`src/rtl/pulse_width_meter.sv`:
```
module pulse_width_meter #(
  parameter int CNT_W = 32
) (
  input  logic             clk,
  input  logic             clr,
  input  logic             level_sel,
  input  logic             sig_in,
  output logic [CNT_W-1:0] width_cnt,
  output logic             count_en,
  output logic             done
);

  localparam logic [CNT_W-1:0] CNT_MAX = '1;

  logic sync1, sync2, sync3;
  logic start_q, stop_q;
  logic in_phase, was_phase, enter, leave, same;

  always_ff @(posedge clk) begin
    sync1 <= sig_in;
    sync2 <= sync1;
    sync3 <= sync2;
  end

  assign in_phase  = sync2 ~^ level_sel;
  assign was_phase = sync3 ~^ level_sel;
  assign enter     = in_phase & ~was_phase;
  assign leave     = ~in_phase & was_phase;

  always_ff @(posedge clk) begin
    if (clr) begin
      start_q <= 1'b0;
      stop_q  <= 1'b0;
    end else begin
      if (enter) start_q <= 1'b1;
      if (leave && start_q) stop_q <= 1'b1;
    end
  end

  assign same     = start_q ~^ stop_q;
  assign count_en = ~same;
  assign done     = same & stop_q;

  always_ff @(posedge clk) begin
    if (clr) width_cnt <= '0;
    else if (count_en && width_cnt != CNT_MAX) width_cnt <= width_cnt + 1'b1;
  end

endmodule

```
`config.mk`:
```
export PLATFORM = sky130hd
export DESIGN_NAME = pulse_width_meter
export DESIGN_NICKNAME = d
export VERILOG_FILES = /design/src/rtl/pulse_width_meter.sv
export SDC_FILE = /design/constraint.sdc
export NUM_CORES = 1
export LEC_CHECK = 0
export BUFFER_PORTS_ARGS = -buffer_cell sky130_fd_sc_hd__buf_2
export CORE_ASPECT_RATIO = 2
export CORE_MARGIN = 3
export CORE_UTILIZATION = 30
export DETAILED_ROUTE_END_ITERATION = 16
export PLACE_DENSITY = 0.47
export SYNTH_ARGS = -nofsm -noshare
export SYNTH_HDL_FRONTEND = slang
export SYNTH_SLANG_ARGS = --single-unit
```
`constraint.sdc`:
```
create_clock -name clk -period 2.4 [get_ports clk]
set_input_delay 0.24 -clock clk [delete_from_list [all_inputs] [get_ports clk]]
set_output_delay 0.24 -clock clk [all_outputs]
set_load 0.05 [all_outputs]
```
==> impl_metrics.tcl, run 1 <==
set metrics [dict create \
    power_mw 1.47 \
    ir_drop_uv 655 \
    die_h_um 116 \
    netlist_area_um2 1810 \
    first_iter_violations 45 \
    fmax_mhz 480 \
    rsz0062_at_grt "no" \
    synth_seq_cells 37 \
    fin_skew_ns 0.00894 \
    dr.pass1.iters 5 \
    drtAntennaViolNets 0 \
    clock_path_buffers 2 \
    h-tree-depth 2 \
    slew_headroom_pct 65.8 \
    wl_per_cell_um 14.3 \
    grt_max_degree 19 \
    nets 258 \
    antenna_cells 0 \
    powerDensity_nw_per_um2 653 \
    finalSetupTns_ns 0 \
    syn_inst 209 \
    drive_gt1_share_pct 25.3 \
    crit_arrival_ns 2.30 \
    place.gp.congestion 0.706 \
    grt_first_pass_wirelength_mm 7.55 \
    cts_tree "done" \
    worst-endpoint-required_ns 2.62 \
    routed_wl_mm 4.49 \
    syn_nets 215 \
    core.rowCount 39 \
    ys_seq_area_share_pct 40.8 \
    clock-sinks 37 \
    path_clk_slew_ns 0.06 \
    numCtsBuffers 5 \
    drc 0 \
    die_w_um 61.0 \
    cts_setup_buffers 0 \
    dieArea_um2 7070 \
    postCtsHoldBufs 0 \
    insertion_delay_ns 0.29 \
    dp_hpwl_mm 3.33 \
    synth_compound_area_share_pct 19.0 \
    cp-start-kind "register" \
    synth_fa_ha_area_share_pct 1.38 \
    hp-class "in2reg" \
    antenna_found_initial 0 \
    slew_violations 0 \
    synth_xor_xnor_area_share_pct 4.34 \
    yosys.area.top_type "dfxtp_1" \
    endpoint_kind "register" \
    viasPerCell 5.37 \
    hold_ws_ns 0.0569 \
    cts_root_buf "clkbuf_16" \
    final-hold-violation-count 0 \
    syn_to_final_growth_pct 24.1 \
    worst_pin_slew_ns 0.511 \
    synthTopCellsByArea "dfxtp_1, a21oi_1, or3_1, o21ai_0, nand2_1" \
    portBuffers 37 \
    grt_usage_pct 14.3 \
    synth-simple-area-share_pct 29.3 \
    max_cap_violations 0 \
    setup.worst_path.class "reg2reg" \
    synth_cell_types 41 \
    synth_area_per_cell_um2 8.68 \
    initial_core_util_pct 31.2 \
    outcome "finished clean" \
    fin_crit_ns 2.08 \
    ys_warn_count 0 \
    grt_overflow 0 \
    coreArea_um2 5810 \
    setup-violations-final 0 \
    first_global_vias 1620 \
    leakagePower_nw 0.861 \
    finalCritPeriodShare_pct 86.7 \
    vias 1686 \
    cp_max_fo 11 \
    netlist.area_leader.share_pct 40.8 \
    nFillCells 636 \
    synth_top_family_by_area "simple AND/OR/NAND/NOR gates" \
    pin_count 38 \
    ctsResizeCount 0 \
    synth_mux_area_share_pct 1.17 \
]
==> cells by family (layout without fill, tap and decap cells) <==
logic type	Yosys count	count (layout)
AO/OA/AOI/OAI	55	55
AND/OR/NAND/NOR	91	91
buffers and inverters	13	57
adder cells (fa/ha/maj)	2	2
multiplexers	2	2
flip-flops	37	37
XOR/XNOR	9	9
==> path summary, 6_finish.rpt <==
| path | from | cells after the start | slack, ns | to |
|---|---|---|---|---|
| setup / recovery | start_q$_SDFFE_PP0P_ | 6 | 0.32 | width_cnt[30]$_SDFFE_PP0P_ |
| hold / removal | sig_in | 1 | 0.06 | sync1$_DFF_P_ |
| setup reg to reg | start_q$_SDFFE_PP0P_ | 6 | 0.32 | width_cnt[30]$_SDFFE_PP0P_ |
| hold reg to reg | sync1$_DFF_P_ | 0 | 0.33 | sync2$_DFF_P_ |
==> synthesized netlist by cell type (all sizes together) <==
| cell type | instances |
|---|---|
| nor3 | 2 |
| ha | 2 |
| xor2 | 2 |
| xnor2 | 7 |
| and2 | 2 |
| nor2b | 1 |
| nor2 | 15 |
| dfxtp | 37 |
| nand2 | 17 |
| buf | 5 |
| o211ai | 1 |
| or4 | 4 |
| a211oi | 4 |
| o31a | 1 |
| nand3 | 10 |
| a21oi | 23 |
| o311a | 1 |
| o2111ai | 1 |
| nand2b | 2 |
| nand4 | 7 |
| or3 | 18 |
| nand3b | 1 |
| inv | 4 |
| o21ai | 17 |
| and3 | 4 |
| clkbuf | 4 |
| o31ai | 6 |
| mux2 | 1 |
| a31o | 1 |
| nor4 | 2 |
| mux2i | 1 |
| and4 | 6 |
==> routing by layer <==
metal	global-route usage [%]	vias up	wire length, um
li1	-	855	-
met1	15.8	795	1830
met2	24.9	30	2410
met3	3.57	6	161
met4	6.08	0	86
met5	0	-	0
==> state kept, by name, summed over array words and instances, names as in the netlist <==
register / cells
sync1: 1
sync3: 1
stop_q: 1
width_cnt: 32
sync2: 1
start_q: 1
==> critical path: stages, from the launching register on <==
cell and delay, ns:
dfxtp_1 0.32, ha_1 0.38, nand2_1 0.13, nor3_1 0.30
nand3_2 0.23, or4_1 0.52, a21oi_1 0.14
==> power by group <==
| part | switching (mW) | total (mW) | internal, mW |
|---|---|---|---|
| combinational | 0.0478 | 0.0670 | 0.0191 |
| clock | 0.253 | 0.772 | 0.519 |
| sequential | 0.00795 | 0.631 | 0.623 |
==> area by class of cell <==
cell class | count | area, um2 | share of cell area, %
well taps | 61 | 76.3 | 3.39
clock buffers | 7 | 143 | 6.34
multi-input cells | 159 | 1000 | 44.5
repair buffers | 45 | 245 | 10.9
inverters | 4 | 15.0 | 0.667
clock inverters | 1 | 30.0 | 1.33
flip-flops and latches | 37 | 741 | 32.9
==> stage by stage <==
stage	area, um2	worst slack, ns	instances	util (%)
after floorplan	1810	0.138	209	-
after global placement	2080	0.374	306	35.8
after detailed placement	2080	0.324	306	35.8
after CTS	2250	0.313	314	38.8
after global routing	2250	0.124	314	38.8
final	2250	0.318	314	38.8
==> layout by cell type, fill, tap and decap left out, types with 5 or more instances in the layout <==
cell | synthesis | routed
nand4_1 | 6 | 6
buf_4 | 2 | 8
clkbuf_16 | 0 | 5
a21oi_1 | 23 | 23
nand2_1 | 17 | 17
nand3_1 | 8 | 8
xnor2_1 | 7 | 7
nor2_1 | 15 | 15
o21ai_0 | 17 | 17
or3_1 | 18 | 18
buf_2 | 1 | 37
dfxtp_1 | 37 | 37
No activity file was read; power rests on OpenSTA's default activity.
==> run 2: changes to the inputs <==
==> constraint.sdc (replaced) <==
create_clock -name clk -period 2.25 [get_ports clk]
set_input_delay 0.225 -clock clk [delete_from_list [all_inputs] [get_ports clk]]
set_output_delay 0.225 -clock clk [all_outputs]
set_load 0.05 [all_outputs]
==> run 2 against run 1 <==
Against the previous run: combinational power grew 9.3%; critical path type unchanged; sequential power is 6.7% higher; utilization decreased by 0.22 points; critical endpoint unchanged; routed wire length up 2.4%; cell count rose by 0.32%; via count rose by 1.1%; non-clock buffer count increased by 2.
==> impl_metrics.tcl, run 2 (same netlist as run 1, synthesis figures left out) <==
set metrics [dict create \
    die_w_um 61.0 \
    finalCritPeriodShare_pct 90.3 \
    routed_wl_mm 4.60 \
    crit_arrival_ns 2.25 \
    coreArea_um2 5810 \
    drtAntennaViolNets 0 \
    slew_headroom_pct 72.7 \
    grt_first_pass_wirelength_mm 7.81 \
    mostFrequentLayoutCells "buf_2, dfxtp_1, a21oi_1, or3_1" \
    clock_power_share_pct 48.1 \
    antenna_found_initial 0 \
    setup-violations-final 0 \
    p_sw_mw 0.316 \
    nets 260 \
    vias 1705 \
    intPower_mw 1.12 \
    hp-class "in2reg" \
    final-hold-violation-count 0 \
    setup.worst_path.class "reg2reg" \
    slew_violations 0 \
    endpoint_kind "register" \
    cp-start-kind "register" \
    final_common_cell "buf_2" \
    first_global_vias 1672 \
    cts_setup_buffers 0 \
    first_iter_violations 64 \
    dp.cells 308 \
    fin_ws_ns 0.218 \
    initial_core_util_pct 31.2 \
    rsz0062_at_grt "no" \
    place.gp.congestion 0.726 \
    finalSetupTns_ns 0 \
    worst_pin_slew_ns 0.406 \
    fin_skew_ns 0.00306 \
    instances_no_fill 315 \
    portBuffers 37 \
    pin_count 38 \
    h-tree-depth 2 \
    fmax_mhz 492 \
    max_cap_violations 0 \
    drive_gt1_share_pct 26.4 \
    path_clk_slew_ns 0.05 \
    outcome "finished clean" \
    finalCoreUtilization_pct 38.5 \
    powerDensity_nw_per_um2 643 \
    antenna_cells 0 \
    dieArea_um2 7070 \
    drc 0 \
    numCtsBuffers 5 \
    cts_root_buf "clkbuf_16" \
    regMostFlops "width_cnt" \
    leakagePower_nw 0.857 \
    switching_share_pct 22.0 \
    grt_max_degree 20 \
    combPwrFrac_pct 5.1 \
    die_h_um 116 \
    syn_to_final_growth_pct 23.4 \
    post-place-ws_ns 0.217 \
    ctsResizeCount 0 \
    clock-sinks 37 \
    cts_tree "done" \
    fin_crit_ns 2.03 \
    power_frac_seq_pct 46.8 \
    core.rowCount 39 \
    largest_reg_flops 32 \
    grt_overflow 0 \
    nFillCells 626 \
    cp_max_fo 11 \
    insertion_delay_ns 0.28 \
    dr.pass1.iters 4 \
    clock_path_buffers 2 \
    dp_hpwl_mm 3.50 \
    worst-endpoint-required_ns 2.47 \
    postCtsHoldBufs 0 \
    viasPerCell 5.41 \
    ir_drop_uv 274 \
    wl_per_cell_um 14.6 \
    grt_usage_pct 14.9 \
]
-- run 2: per-stage QoR --
stage	cell area [um2]	total power [mW]	hold WS, ns
4_1_cts	2240	1.47	0.0345
6_report	2240	1.44	0.0433
3_5_place_dp	2100	0.762	0.318
5_1_grt	2240	1.51	0.0376
3_3_place_gp	2100	0.761	0.310
2_1_floorplan	1820	0.741	0.253
-- run 2: final cells by class --
cell class              instances  area, um2  share of cell area [%]
repair buffers                 47        260                    11.6
flip-flops and latches         37        743                    33.2
inverters                       4       15.0                   0.671
multi-input cells             159       1000                    44.7
well taps                      61       76.3                    3.41
clock buffers                   7        143                    6.37
-- run 2: routing by layer --
layer	routed length (um)	track usage, %
met1	1790	15.2
met2	2500	26.3
met4	152	8.68
met5	0	0
met3	161	3.46
-- run 2: path summary, 6_finish.rpt --
path / from / end / slack (ns) / depth (start not counted)
worst max-delay path: start_q$_SDFFE_PP0P_ / width_cnt[30]$_SDFFE_PP0P_ / 0.22 / 6
worst min register to register: sync1$_DFF_P_ / sync2$_DFF_P_ / 0.33 / 0
worst max register to register: start_q$_SDFFE_PP0P_ / width_cnt[30]$_SDFFE_PP0P_ / 0.22 / 6
worst min-delay path: sig_in / sync1$_DFF_P_ / 0.04 / 1
-- run 2: critical path, stage by stage (launching register included) --
cell	delay, ns
dfxtp_1	0.32
ha_1	0.29
nand2_1	0.11
nor3_1	0.35
nand3_2	0.24
or4_1	0.51
a21oi_1	0.14
-- run 2: power by group through the flow --
stage               Combinational (mW)  Sequential, mW  Clock, mW
floorplan                       0.0420           0.699          0
global placement                0.0741           0.687          0
detailed placement              0.0746           0.687          0
CTS                             0.0745           0.673      0.722
global route                    0.0811           0.674      0.753
finish                          0.0732           0.673      0.692
